<file path="config.mk">
export PLATFORM = sky130hd
export DESIGN_NAME = gpio_ovr_port
export DESIGN_NICKNAME = d
export VERILOG_FILES = /design/src/rtl/gpio_ovr_pkg.sv /design/src/rtl/gpio_ovr_sync.sv /design/src/rtl/gpio_ovr_regs.sv /design/src/rtl/gpio_ovr_pinmux.sv /design/src/rtl/gpio_ovr_port.sv
export SDC_FILE = /design/constraint.sdc
export NUM_CORES = 1
export LEC_CHECK = 0
export ABC_AREA = 1
export CORE_MARGIN = 3
export CORE_UTILIZATION = 55
export DETAILED_ROUTE_END_ITERATION = 10
export DONT_BUFFER_PORTS = 1
export MAX_ROUTING_LAYER = met4
export PLACE_DENSITY_LB_ADDON = 0.1
export SYNTH_ARGS = -nofsm -noshare
export SYNTH_HDL_FRONTEND = slang
export SYNTH_SLANG_ARGS = --single-unit
</file>
<file path="constraint.sdc">
create_clock -name clk -period 1 [get_ports clk]
set_input_delay 0.1 -clock clk [delete_from_list [all_inputs] [get_ports clk]]
set_output_delay 0.1 -clock clk [all_outputs]
set_load 0.1 [all_outputs]
</file>
<file path="src/rtl/gpio_ovr_pkg.sv">
// Shared definitions for the overridable GPIO port.
// Assumes an 8-bit port; the routing masks give the pins that each peripheral may claim.
package gpio_ovr_pkg;
    localparam int unsigned PORT_W  = 8;
    localparam int unsigned ADDR_W  = 10;
    localparam logic [ADDR_W-1:0] OFS_DATA = 10'h240;
    localparam logic [ADDR_W-1:0] OFS_IN   = 10'h241;
    localparam logic [ADDR_W-1:0] OFS_DIR  = 10'h242;
    localparam logic [PORT_W-1:0] PWM_ROUTE = 8'b0011_0001;
    localparam logic [PORT_W-1:0] CLK_ROUTE = 8'b0010_0000;

    // Source that currently owns a pin
    typedef enum logic [1:0] {
        SRC_SW  = 2'd0,
        SRC_TMR = 2'd1,
        SRC_PWM = 2'd2,
        SRC_CLK = 2'd3
    } pin_src_e;
endpackage

</file>
<file path="src/rtl/gpio_ovr_sync.sv">
// Two-flop synchronizer for the pad inputs.
// Assumes pad_in may change at any time relative to clk; the output lags by two edges.
module gpio_ovr_sync #(
    parameter int unsigned W = 8
) (
    input  logic         clk,
    input  logic         rst_n,
    input  logic [W-1:0] d_async,
    output logic [W-1:0] q_sync
);
    logic [W-1:0] meta_q;
    logic [W-1:0] sync_q;

    // Shift the pad levels through two flops
    always_ff @(posedge clk) begin
        if (!rst_n) begin
            meta_q <= '0;
            sync_q <= '0;
        end else begin
            meta_q <= d_async;
            sync_q <= meta_q;
        end
    end

    assign q_sync = sync_q;
endmodule

</file>
<file path="src/rtl/gpio_ovr_regs.sv">
// Register file: direction and data registers, plus the read mux.
// Assumes single-cycle writes taken at the rising edge and a combinational read path.
module gpio_ovr_regs
    import gpio_ovr_pkg::*;
#(
    parameter int unsigned W  = PORT_W,
    parameter int unsigned AW = ADDR_W
) (
    input  logic          clk,
    input  logic          rst_n,
    input  logic [AW-1:0] addr,
    input  logic          we,
    input  logic [W-1:0]  wdata,
    input  logic [W-1:0]  in_sync,
    output logic [W-1:0]  rdata,
    output logic [W-1:0]  dir_q,
    output logic [W-1:0]  data_q
);
    logic hit_dir;
    logic hit_data;
    logic hit_in;

    // Decode the offset
    always_comb begin
        hit_dir  = (addr == AW'(OFS_DIR));
        hit_data = (addr == AW'(OFS_DATA));
        hit_in   = (addr == AW'(OFS_IN));
    end

    // Direction register, writable at any time
    always_ff @(posedge clk) begin
        if (!rst_n)             dir_q <= '0;
        else if (we && hit_dir) dir_q <= wdata;
    end

    // Output data register
    always_ff @(posedge clk) begin
        if (!rst_n)              data_q <= '0;
        else if (we && hit_data) data_q <= wdata;
    end

    // Read mux; unmapped offsets return zero
    always_comb begin
        rdata = '0;
        if (hit_dir)       rdata = dir_q;
        else if (hit_data) rdata = data_q;
        else if (hit_in)   rdata = in_sync;
    end

    // direction bits change only on a write to their own offset
    a_r8_dir_write_only: assert property (@(posedge clk) disable iff (!rst_n)
        !(we && hit_dir) |=> $stable(dir_q));
    // data bits change only on a write to their own offset
    a_r9_data_write_only: assert property (@(posedge clk) disable iff (!rst_n)
        !(we && hit_data) |=> $stable(data_q));
    // unmapped offsets read as zero
    a_r9_unmapped_zero: assert property (@(posedge clk) disable iff (!rst_n)
        !(hit_dir || hit_data || hit_in) |-> (rdata == '0));
endmodule

</file>
<file path="src/rtl/gpio_ovr_pinmux.sv">
// Per-pin owner selection: timer, then PWM, then clock output, then software.
// Assumes the route masks mark which pins each peripheral reaches; unrouted enables are ignored.
module gpio_ovr_pinmux
    import gpio_ovr_pkg::*;
#(
    parameter int unsigned     W         = PORT_W,
    parameter logic [W-1:0]    PWM_MASK  = PWM_ROUTE,
    parameter logic [W-1:0]    CLK_MASK  = CLK_ROUTE
) (
    input  logic         clk,
    input  logic         rst_n,
    input  logic [W-1:0] dir_q,
    input  logic [W-1:0] data_q,
    input  logic [W-1:0] tmr_en,
    input  logic [W-1:0] tmr_val,
    input  logic [W-1:0] pwm_en,
    input  logic [W-1:0] pwm_val,
    input  logic         ck_en,
    input  logic         ck_val,
    output logic [W-1:0] pin_out,
    output logic [W-1:0] pin_oe
);
    for (genvar i = 0; i < W; i++) begin : g_pin
        logic     pwm_ok;
        logic     ck_ok;
        pin_src_e src;

        // Tie unrouted peripherals off for this pin
        if (PWM_MASK[i]) begin : g_pwm
            assign pwm_ok = pwm_en[i];
        end else begin : g_nopwm
            assign pwm_ok = 1'b0;
        end
        if (CLK_MASK[i]) begin : g_ck
            assign ck_ok = ck_en;
        end else begin : g_nock
            assign ck_ok = 1'b0;
        end

        // Pick the owner in fixed priority order
        always_comb begin
            if (tmr_en[i])  src = SRC_TMR;
            else if (pwm_ok) src = SRC_PWM;
            else if (ck_ok)  src = SRC_CLK;
            else             src = SRC_SW;
        end

        // Drive enable and level from the owner
        always_comb begin
            unique case (src)
                SRC_TMR: begin pin_oe[i] = 1'b1;     pin_out[i] = tmr_val[i]; end
                SRC_PWM: begin pin_oe[i] = 1'b1;     pin_out[i] = pwm_val[i]; end
                SRC_CLK: begin pin_oe[i] = 1'b1;     pin_out[i] = ck_val;     end
                default: begin pin_oe[i] = dir_q[i]; pin_out[i] = data_q[i];  end
            endcase
        end

        // an enabled timer channel always owns its pin
        a_r5_timer_wins: assert property (@(posedge clk) disable iff (!rst_n)
            tmr_en[i] |-> (pin_oe[i] && pin_out[i] == tmr_val[i]));
        // a pin that no peripheral holds follows its direction bit
        a_r2_sw_dir: assert property (@(posedge clk) disable iff (!rst_n)
            !(tmr_en[i] || (PWM_MASK[i] && pwm_en[i]) || (CLK_MASK[i] && ck_en))
            |-> (pin_oe[i] == dir_q[i]));
        if (!PWM_MASK[i] && !CLK_MASK[i]) begin : g_chk_plain
            // unrouted pins ignore the PWM and clock enables
            a_r6_unrouted: assert property (@(posedge clk) disable iff (!rst_n)
                !tmr_en[i] |-> (pin_oe[i] == dir_q[i]));
        end
    end
endmodule

</file>
<file path="src/rtl/gpio_ovr_port.sv">
// Top of the overridable GPIO port: registers, input synchronizer and pin owner selection.
// Assumes a synchronous active-low reset and a single clock domain for the bus and peripherals.
module gpio_ovr_port
    import gpio_ovr_pkg::*;
#(
    parameter int unsigned W  = PORT_W,
    parameter int unsigned AW = ADDR_W
) (
    input  logic          clk,
    input  logic          rst_n,
    input  logic [AW-1:0] bus_addr,
    input  logic          bus_we,
    input  logic [W-1:0]  bus_wdata,
    output logic [W-1:0]  bus_rdata,
    input  logic [W-1:0]  pad_in,
    input  logic [W-1:0]  tmr_oc_en,
    input  logic [W-1:0]  tmr_oc_val,
    input  logic [W-1:0]  pwm_en,
    input  logic [W-1:0]  pwm_val,
    input  logic          clkout_en,
    input  logic          clkout_val,
    output logic [W-1:0]  pad_out,
    output logic [W-1:0]  pad_oe
);
    logic [W-1:0] in_sync;
    logic [W-1:0] dir_q;
    logic [W-1:0] data_q;

    gpio_ovr_sync #(.W(W)) u_sync (
        .clk     (clk),
        .rst_n   (rst_n),
        .d_async (pad_in),
        .q_sync  (in_sync)
    );

    gpio_ovr_regs #(.W(W), .AW(AW)) u_regs (
        .clk     (clk),
        .rst_n   (rst_n),
        .addr    (bus_addr),
        .we      (bus_we),
        .wdata   (bus_wdata),
        .in_sync (in_sync),
        .rdata   (bus_rdata),
        .dir_q   (dir_q),
        .data_q  (data_q)
    );

    gpio_ovr_pinmux #(.W(W)) u_mux (
        .clk     (clk),
        .rst_n   (rst_n),
        .dir_q   (dir_q),
        .data_q  (data_q),
        .tmr_en  (tmr_oc_en),
        .tmr_val (tmr_oc_val),
        .pwm_en  (pwm_en),
        .pwm_val (pwm_val),
        .ck_en   (clkout_en),
        .ck_val  (clkout_val),
        .pin_out (pad_out),
        .pin_oe  (pad_oe)
    );

    // only pin 5 may be held by the clock output alone
    a_r7_clk_pin5_only: assert property (@(posedge clk) disable iff (!rst_n)
        (clkout_en && !tmr_oc_en[5] && !pwm_en[5]) |-> (pad_oe[5] && pad_out[5] == clkout_val));
endmodule

</file>
==> out/metrics.cfg, run 1 <==
[placement]
dp_hpwl_um = 3263
gp_congestion = 0.8430
portBuffers = 0

[floorplan]
num_io_pins = 87
start_util_pct = 59.14
fp-row-count = 19
die_y_um = 60.92
dieWidth_um = 60.92

[synthesis]
ys_seq_elements = 32
syn_area_mm2 = 0.001659
avgSynthCellArea_um2 = 6.663
postSynthCellCount = 249
ys_top_cells_by_area = dfxtp_1 (39%), nand2_1 (13%), inv_1 (9.5%)
async_flop_share_pct = 0
yosysWarnings = 0
yosys.area.top_type = dfxtp_1
ys_seq_area_share_pct = 38.61
synthFlopType = dfxtp_1
yosysUniqueCellTypes = 23
synth_nets = 312
synth_edf_count = 0
netlist.area_leader.share_pct = 38.61

[outcome]
lastStage = global routing (5_1_grt)
status = aborted with a tool error
tool.error = [ERROR DPL-0038] Utilization greater than 100%, impossible to legalize

[clock_network]
cts_buffer_depth = 2
root_buffer = clkbuf_4
cts_buffers = 5
cts_max_level = 2
cts_num_sinks = 32

[timing]
worst-ep-kind = primary output
worstEndpointGrtRepair = bus_rdata[7]

[global_routing]
grt_max_degree = 33

## through the flow
stage	cells	instance area (um2)	worst slack (ns)	hold WS (ns)
3_5_place_dp	299	2295	-0.2201	0.1995
4_1_cts	334	2678	-0.3551	0.0002447
2_1_floorplan	249	1897	-0.3493	0.1935
3_3_place_gp	299	2295	-0.1988	0.1940
## logic make-up after synthesis
kind of cell	count (synthesis)	synth area share (%)
flops	32	38.61
simple gates	158	45.70
compound gates	8	2.865
buf+inv	51	12.82
## cells in the mapped netlist (3+ instances only)
cell type and instances:
a21boi_1 3, dfxtp_1 32, or2_2 5, nand3b_1 3
o21ai_0 5, nand4_1 17, nand3_1 25, inv_1 42
nor2_1 35, nor2_4 4, nand2_1 59
## repair_timing
item | in CTS
pin swaps | 26
hold buffers | 18
setup buffers | 9
resized for setup | 31
endpoints found under the setup margin | 24
endpoints found under the hold margin | 32
==> run 2: changes to the inputs <==
CORE_UTILIZATION = 40   (was 55)
MAX_ROUTING_LAYER = not set   (was met4)
PLACE_DENSITY_LB_ADDON = 0.15   (was 0.1)
clock period = 1.3 ns   (was 1 ns; I/O delays follow)
==> run 2 against run 1 <==
Effect of this change:
- synthesized cell count unchanged
- area after synthesis unchanged
- the flow now finishes, with violations (setup timing)
==> out/metrics.cfg, run 2 <==
[synthesis]
async_flop_share_pct = 0  ; unchanged
synthTopCellsByCount = nand2_1 (59), inv_1 (42), nor2_1 (35)
postSynthCellCount = 249  ; unchanged
yosysUniqueCellTypes = 23  ; unchanged
synth_nets = 312  ; unchanged
synthFlopType = dfxtp_1
netlist.area_leader.share_pct = 38.61  ; unchanged
yosysWarnings = 0  ; unchanged
avgSynthCellArea_um2 = 6.663  ; unchanged
ys_seq_area_share_pct = 38.61  ; unchanged
ys_seq_elements = 32  ; unchanged
synth_edf_count = 0  ; unchanged
yosys.cell_count.top_type = nand2_1
syn_area_mm2 = 0.001659  ; unchanged
ys_top_cells_by_area = dfxtp_1 (39%), nand2_1 (13%), inv_1 (9.5%)
yosys.area.top_type = dfxtp_1

[timing]
timing.fmax_ghz = 0.7656
slew_viol_final = 0
max-slew-margin-rel_pct = 39.39
tightest_slew_ns = 0.9092
post-route-period-util_pct = 100.5
finalSetupViolations = 1
finalClockSkew_ns = 0.003985
period_needed_ns = 1.306
rsz0062_at_grt = yes
hold_ws_ns = 0.01441
setup_ws_ns = -0.006167
final_hold_viol_count = 0

[clock_network]
cts_tree = yes
cts_buffers = 5  ; unchanged
root_buffer = clkbuf_8
cts_num_sinks = 32  ; unchanged
cts.clk_slew.worst_paths_ns = 0.07
cts_max_level = 2  ; unchanged
post-cts-setup-buffer-count = 0  ; -9
clk_latency_ns = 0.28
cts_buffer_depth = 2  ; unchanged

[layout]
final_common_cell = nand2_1
ff_latch_area_um2 = 644.4
final_cell_mix = nand2_1 (58), inv_1 (37), nor2_1 (32)
synthToLayoutAreaGrowth_pct = 45.17
nets = 356
finish.utilization_pct = 62.95
drive_gt1_share_pct = 23.89
fill_cells = 365
insertedDiodeCount = 0
multi_input_area_um2 = 932.1
postLayoutCellArea_mm2 = 0.002409

[drt]
vias = 1695
drt_wl_total_um = 4352
via_per_inst = 4.971
drc_errors = 0
ant_nets = 0
first_pass_iters = 4
wl_per_cell_um = 12.76
drt-initial-drc-count = 108

[placement]
portBuffers = 0  ; unchanged
gp_congestion = 0.7577  ; -10%
dp_hpwl_um = 3044  ; -6.7%
pre_cts_slack_ns = 0.01548  ; +0.2355 ns
dpl_cell_area_mm2 = 0.002116  ; -7.8%

[global_routing]
grt.overflow.total = 0
grt_first_pass_wirelength_um = 7279
antenna_found_initial = 0
grt_pass1_vias = 1605
grtUsageTotal_pct = 18.75
grt_max_degree = 26

[floorplan]
num_io_pins = 87  ; unchanged
die_area_mm2 = 0.004956
fp-row-count = 22  ; +3
dieWidth_um = 70.40  ; +16%
start_util_pct = 43.36  ; -16 points
coreArea_mm2 = 0.003826
die_y_um = 70.40  ; +16%

[job]
drv_cap = 0

[critical_path]
cp-end-kind = output pin
crit_chain = or2_0 -> nand2_1 -> clkinvlp_4 -> buf_12
start_kind = register
cp_max_fo = 3
arrival_ns = 1.18
worst-setup-path-type = register to output pin
worst_path_max_delay_cell = dfxtp_2
cpPeakStageDelay_ns = 0.33
required_ns = 1.17

[power]
cellPowerDensity_mw_per_mm2 = 909.3
power.leakage_nw = 1.168
irDropWorstVdd_v = 0.0007424

[worst_hold_path]
hp-class = input port to register

[outcome]
status = finished, violations left
violations = setup timing

==> run 2: worst paths after layout <==
path                    start          endpoint  slack [ns]  cells past startpoint
min reg2reg  u_sync.meta_q[3]  u_sync.q_sync[3]        0.41                      2
max reg2reg  u_sync.meta_q[6]  u_sync.q_sync[6]        0.27                      3
min              bus_wdata[4]  u_regs.data_q[4]        0.01                      2
max           u_regs.dir_q[7]      bus_rdata[7]      -0.006                      4
==> run 2: kinds of logic after synthesis <==
group	count (synthesis)	share of synthesized area [%]
buf+inv	51	12.82
flops	32	38.61
simple gates	158	45.70
compound gates	8	2.865
==> run 2: layout make-up <==
| class | instances | share of cell area, % |
|---|---|---|
| multi-input cells | 166 | 38.70 |
| clock inverters | 1 | 0.2078 |
| inverters | 43 | 7.273 |
| flip-flops and latches | 32 | 26.75 |
| repair buffers | 45 | 21.56 |
| clock buffers | 6 | 3.013 |
| well taps | 48 | 2.494 |
==> run 2: timing repair <==
action / 4_1_cts / 5_1_grt
gates resized for setup: 4 / 3
pin swaps: 2 / 2
gates cloned: 0 / 0
hold endpoints to repair: 31 / 0
hold buffers: 20 / 0
setup endpoints to repair: 3 / 31
==> run 2: per-layer routing <==
layer	GRT usage [%]	part of all wire, %	wire length, um
met3	7.338	10	442
met5	0	0	0
met1	22.76	41	1771
met4	5.957	0.80	35
met2	30.25	48	2103
==> run 2: stage by stage <==
stage / setup TNS [ns] / instances / power (mW)
6_report: -0.006167 / 341 / 2.190
5_1_grt: -0.1884 / 341 / 2.302
4_1_cts: -0.06711 / 341 / 2.212
3_5_place_dp: 0 / 314 / 1.445
3_3_place_gp: 0 / 314 / 1.443
2_1_floorplan: -0.3012 / 249 / 1.362
==> run 2: critical path, delay by kind of cell, from the launching register on <==
| family | cells | cell delay, ns |
|---|---|---|
| DFF | 1 | 0.33 |
| buffers and inverters | 2 | 0.27 |
| and+or+nand+nor | 2 | 0.29 |
==> run 2: power by group <==
group | switching (mW) | total [mW] | internal, mW
Clock | 0.341 | 0.704 | 0.363
Sequential | 0.00524 | 1.01 | 1.00
Combinational | 0.319 | 0.477 | 0.157
Total | 0.666 | 2.19 | 1.52
(Power assumes the default switching activity.)
==> run 3: changes to the inputs <==
PLACE_DENSITY = 0.57   (was not set)
PLACE_DENSITY_LB_ADDON = not set   (was 0.15)
==> run 3 against run 2 <==
Effect of this change:
- the flow finishes with violations (hold timing, setup timing)
- total power is 0.29% lower
- cell count is 1.2% higher
- combinational power hardly changed
- sequential share of layout area is 0.70 points lower
- first-iteration DRC count is 40% lower
- wire length is 2.1% higher
- setup slack worse by 0.0086 ns
- clock-buffer cell count stayed put
- highest routed layer unchanged
==> out/metrics.cfg, run 3 (same netlist as run 2, synthesis figures left out) <==
[layout]
insertedDiodeCount = 0  ; unchanged
synthToLayoutAreaGrowth_pct = 49.09
final_cell_mix = nand2_1 (53), inv_1 (37), nor2_1 (32)
fill_cells = 346  ; -5.2%
nets = 360  ; +1.1%
drive_gt1_share_pct = 26.94  ; +3.0 points
final_common_cell = nand2_1
finalNonFillerCells = 345  ; +1.2%

[placement]
dpl.cell_count = 314  ; unchanged
gp_congestion = 0.7636  ; +0.78%
pre_cts_slack_ns = 0.001493  ; -0.01399 ns
portBuffers = 0  ; unchanged
dp_hpwl_um = 3050  ; +0.21%

[critical_path]
worst-setup-path-type = register to output pin
worst_path_max_delay_cell = dfxtp_2
cp-end-kind = output pin
arrival_ns = 1.18  ; about the same
crit_chain = or2_0 -> nand2_1 -> clkinvlp_4 -> buf_12
required_ns = 1.17  ; about the same
cp_max_fo = 3  ; unchanged
start_kind = register
cpPeakStageDelay_ns = 0.33  ; about the same

[clock_network]
root_buffer = clkbuf_8
cts_tree = yes
cts_num_sinks = 32  ; unchanged
cts.clk_slew.worst_paths_ns = 0.06  ; about the same
cts_buffers = 5  ; unchanged
clk_latency_ns = 0.27  ; about the same
cts_buffer_depth = 2  ; unchanged
cts_max_level = 2  ; unchanged

[drt]
via_per_inst = 4.867  ; -2.1%
ant_nets = 0  ; unchanged
wl_per_cell_um = 12.88  ; +0.93%
drt-initial-drc-count = 65  ; -40%
drc_errors = 0  ; unchanged
drt_wl_total_um = 4444  ; +2.1%
first_pass_iters = 4  ; unchanged
vias = 1679  ; -0.94%

[global_routing]
grt_pass1_vias = 1577  ; -1.7%
grt_first_pass_wirelength_um = 7127  ; -2.1%
grtUsageTotal_pct = 17.91  ; -0.84 points
grt.overflow.total = 0  ; unchanged
antenna_found_initial = 0  ; unchanged
grt_max_degree = 21  ; -19%

[timing]
finalSetupViolations = 1  ; unchanged
post-route-period-util_pct = 101.1  ; +0.67 points
rsz0062_at_grt = yes
final_hold_viol_count = 1  ; +1
hold_ws_ns = -0.0002533  ; -0.01466 ns
tightest_slew_ns = 0.7890  ; -0.1202 ns
setup_tns_ns = -0.01481  ; -0.008646 ns
period_needed_ns = 1.315  ; +0.008646 ns
timing.fmax_ghz = 0.7606  ; -0.66%
finalClockSkew_ns = 0.001657  ; -0.002328 ns
slew_viol_final = 0  ; unchanged
max-slew-margin-rel_pct = 47.40  ; +8.0 points
setup_ws_ns = -0.01481  ; -0.008646 ns

[job]
drv_cap = 0  ; unchanged

[power]
pwr-share-comb_pct = 21.9  ; about the same
pwr-share-seq_pct = 46.3  ; +0.2 points
cellPowerDensity_mw_per_mm2 = 882.9  ; -2.9%
irDropWorstVdd_v = 0.0007878  ; +6.1%
swShare_pct = 30.12  ; -0.27 points
p_clk_share_pct = 31.8  ; -0.4 points
power.leakage_nw = 1.204  ; +3.0%
finalPower_mw = 2.184  ; -0.29%
power.switching_uw = 657.8  ; -1.2%
intPower_mw = 1.526  ; +0.10%

[floorplan]
coreArea_mm2 = 0.003826  ; unchanged
die_area_mm2 = 0.004956  ; unchanged
num_io_pins = 87  ; unchanged
fp-row-count = 22  ; unchanged
dieWidth_um = 70.40  ; unchanged
start_util_pct = 43.36  ; unchanged
die_y_um = 70.40  ; unchanged

[worst_hold_path]
hp-class = input port to register

[outcome]
violations = hold timing, setup timing
status = finished, violations left

## run 3: changes by cell type in the layout (fill, tap and decap cells not counted), sizes merged
cell,change
dlygate4sd3,+2
buf,+2
## run 3: cell type report
| cell class | instances | area, um2 | area share (%) |
|---|---|---|---|
| multi-input cells | 166 | 962.2 | 38.90 |
| flip-flops and latches | 32 | 644.4 | 26.05 |
| repair buffers | 49 | 554.3 | 22.41 |
| inverters | 43 | 175.2 | 7.081 |
| clock buffers | 6 | 72.57 | 2.934 |
| well taps | 48 | 60.06 | 2.428 |
| clock inverters | 1 | 5.005 | 0.2023 |
## run 3: stage by stage
stage	hold slack, ns	cell area (um2)	util, %
final	-0.0002533	2474	64.65
after global placement	0.2255	2116	55.30
after global routing	0.003166	2474	64.65
after floorplan	0.2235	1794	-
after detailed placement	0.2321	2116	55.30
after CTS	0.004118	2417	63.18
## run 3: final timing paths
| check | cells after the start | slack (ns) | to | start |
|---|---|---|---|---|
| worst max register to register | 3 | 0.25 | u_sync.q_sync[5] | u_sync.meta_q[5] |
| worst min-delay path | 2 | -0.0003 | u_regs.data_q[7] | bus_wdata[7] |
| worst min register to register | 2 | 0.41 | u_sync.q_sync[0] | u_sync.meta_q[0] |
| worst max-delay path | 4 | -0.01 | bus_rdata[7] | u_regs.dir_q[7] |
## run 3: layer usage
metal / vias up / global-route usage [%] / part of all wire, % / wire (um)
li1: 873 / - / - / -
met1: 742 / 22.49 / 44 / 1946
met2: 60 / 29.42 / 46 / 2051
met3: 4 / 5.180 / 9.3 / 414
met4: 0 / 5.532 / 0.70 / 31
met5: - / 0 / 0 / 0
## run 3: timing repair
action,CTS,global route
pin swaps,2,10
setup buffers,0,2
resized for setup,3,12
endpoints found under the setup margin,3,12
endpoints found under the hold margin,30,0
hold buffers,22,0
## run 3: power groups by stage
stage / registers, mW / clock network (mW) / logic [mW]
2_1_floorplan: 1.03 / 0 / 0.331
3_3_place_gp: 1.03 / 0 / 0.412
3_5_place_dp: 1.03 / 0 / 0.414
4_1_cts: 1.01 / 0.704 / 0.473
5_1_grt: 1.01 / 0.734 / 0.503
6_report: 1.01 / 0.695 / 0.478
## run 3: worst max-delay path: cells and delay by family, from the launching register on
| kind | cells | cell delay [ns] |
|---|---|---|
| buffers and inverters | 2 | 0.28 |
| DFF | 1 | 0.33 |
| and+or+nand+nor | 2 | 0.30 |
==> run 4: changes to the inputs <==
CORE_AREA = 3 3 64 66   (was not set)
CORE_MARGIN = not set   (was 3)
CORE_UTILIZATION = not set   (was 40)
DIE_AREA = 0 0 67 69   (was not set)
PLACE_DENSITY = 0.63   (was 0.57)
==> run 4 against run 3 <==
Effect of this change:
- the run ends with setup timing left
- sequential cell count unchanged
- cell area down 0.66%
- sequential power is essentially flat
- non-clock buffer count shrank 1
- global-route usage up 1.8 points
- wire length decreased by 4.7%
- clock skew increased by 0.0022 ns
- sequential share of layout area rose by 0.17 points
- die area down 6.7%
- maximum frequency increased by 0.60%
- largest power group unchanged
- critical path depth is the same
- clock-buffer cell count grew 1
==> out/metrics.cfg, run 4 (same netlist as run 2, synthesis figures left out) <==
[outcome]
status = finished, violations left
violations = setup timing

[drt]
via_per_inst = 4.855  ; -0.25%
wl_per_cell_um = 12.31  ; -4.4%
vias = 1670  ; -0.54%
first_pass_iters = 4  ; unchanged
drc_errors = 0  ; unchanged
drt-initial-drc-count = 51  ; -22%
ant_nets = 0  ; unchanged
drt_wl_total_um = 4235  ; -4.7%

[critical_path]
start_kind = register
required_ns = 1.17  ; about the same
worst-setup-path-type = register to output pin
cpPeakStageDelay_ns = 0.32  ; about the same
r2r_slack_ns = 0.29  ; +0.04 ns
cp_max_fo = 3  ; unchanged
cp-end-kind = output pin
rr_startpoint = u_sync.meta_q[1]
r2r.worst_path.cells = 3  ; unchanged
critical-path-top-delay-family = flip-flops
worst_path_max_delay_cell = dfxtp_2
crit_chain = or2_0 -> nand2_1 -> clkinvlp_4 -> buf_12
arrival_ns = 1.18  ; about the same
path_buf_inv = 2  ; unchanged
r2r-end = u_sync.q_sync[1]

[timing]
finalClockSkew_ns = 0.003819  ; +0.002162 ns
final_hold_viol_count = 0  ; -1
rsz0062_at_grt = yes
setup_ws_ns = -0.006916  ; +0.007897 ns
hold_ws_ns = 0.01065  ; +0.01091 ns
finalSetupViolations = 1  ; unchanged
slew_viol_final = 0  ; unchanged
max-slew-margin-rel_pct = 43.87  ; -3.5 points
tightest_slew_ns = 0.8420  ; +0.05294 ns
setup_tns_ns = -0.006916  ; +0.007897 ns
timing.fmax_ghz = 0.7652  ; +0.60%
period_needed_ns = 1.307  ; -0.007897 ns
post-route-period-util_pct = 100.5  ; -0.61 points

[clock_network]
cts.clk_slew.worst_paths_ns = 0.07  ; about the same
clk_latency_ns = 0.28  ; about the same
cts_num_sinks = 32  ; unchanged
cts_buffer_depth = 2  ; unchanged
cts_tree = yes
cts_buffers = 5  ; unchanged
root_buffer = clkbuf_8
cts_max_level = 2  ; unchanged

[placement]
pre_cts_slack_ns = 0.007583  ; +0.006090 ns
dp_hpwl_um = 2991  ; -2.0%
portBuffers = 0  ; unchanged
gp_congestion = 0.7816  ; +2.4%
dpl.cell_count = 313  ; -0.32%

[layout]
final_common_cell = nand2_1
nets = 359  ; -0.28%
fill_cells = 327  ; -5.5%
synthToLayoutAreaGrowth_pct = 48.11
insertedDiodeCount = 0  ; unchanged
final_cell_mix = nand2_1 (58), inv_1 (37), nor2_1 (32)
finalNonFillerCells = 344  ; -0.29%
finish.utilization_pct = 67.63  ; +3.0 points
drive_gt1_share_pct = 23.99  ; -2.9 points

[floorplan]
coreArea_mm2 = 0.003633  ; -5.0%
die_area_mm2 = 0.004623  ; -6.7%
fp-row-count = 22  ; unchanged
dieWidth_um = 67  ; -4.8%
die_y_um = 69  ; -2.0%
num_io_pins = 87  ; unchanged
start_util_pct = 45.66  ; +2.3 points

[global_routing]
antenna_found_initial = 0  ; unchanged
grt_max_degree = 24  ; +14%
grt.overflow.total = 0  ; unchanged
grt_pass1_vias = 1604  ; +1.7%
grt_first_pass_wirelength_um = 7100  ; -0.38%
grtUsageTotal_pct = 19.72  ; +1.8 points

[power]
irDropWorstVdd_v = 0.0007311  ; -7.2%
power.leakage_nw = 1.197  ; -0.51%
cellPowerDensity_mw_per_mm2 = 942.5  ; +6.8%

[worst_hold_path]
min_path_cells = 2  ; unchanged
min_to = u_regs.data_q[0]
hp-start = bus_wdata[0]
hp-class = input port to register

[job]
drv_cap = 0  ; unchanged

-- run 4: cell types whose count changed in the layout (fill, tap and decap cells not counted), moves of 2 or more --
cell,delta
clkbuf_8,+2
nand3_1,+2
nand2_2,-4
nand2_1,+5
nand3_2,-2
-- run 4: worst max path at each step --
| stage | end | depth (start not counted) | from |
|---|---|---|---|
| finish | bus_rdata[7] | 4 | u_regs.dir_q[7] |
| global route | bus_rdata[7] | 4 | u_regs.dir_q[7] |
| CTS | bus_rdata[3] | 4 | u_regs.dir_q[3] |
| detailed placement | bus_rdata[5] | 5 | bus_addr[3] |
| global placement | bus_rdata[5] | 5 | bus_addr[3] |
| floorplan | pad_out[5] | 2 | u_regs.data_q[5] |
-- run 4: final cells by class --
cell class / count / area, um2 / share of cell area [%]
tap: 48 / 60.06 / 2.444
multi-input combinational: 166 / 935.9 / 38.09
clock buffer: 7 / 96.34 / 3.921
sequential: 32 / 644.4 / 26.22
inverter: 43 / 175.2 / 7.128
timing repair buffer: 48 / 545.5 / 22.20
-- run 4: metrics by stage --
step                instance area [um2]  total power, mW
floorplan                          1794            1.362
finish                             2457            2.316
global route                       2457            2.420
CTS                                2436            2.325
detailed placement                 2108            1.446
global placement                   2108            1.442
-- run 4: routing by layer --
| metal | vias to the layer above | global-route usage [%] | wire, um |
|---|---|---|---|
| met5 | - | 0 | 0 |
| met2 | 65 | 31.88 | 1952 |
| li1 | 868 | - | - |
| met1 | 732 | 24.67 | 1799 |
| met4 | 0 | 6.757 | 57 |
| met3 | 5 | 5.537 | 426 |
-- run 4: timing repair --
item | 4_1_cts | 5_1_grt
endpoints found under the hold margin | 32 | 0
hold buffers | 23 | 0
resized for setup | 1 | 5
pin swaps | 2 | 3
setup endpoints to repair | 2 | 22
setup buffers | 0 | 1
-- run 4: where the power goes --
part           leakage, nW  switching (mW)  internal, mW
Sequential           0.263         0.00634          1.00
Clock               0.0503           0.355         0.471
Combinational        0.884           0.318         0.161
Total                 1.20           0.680          1.64
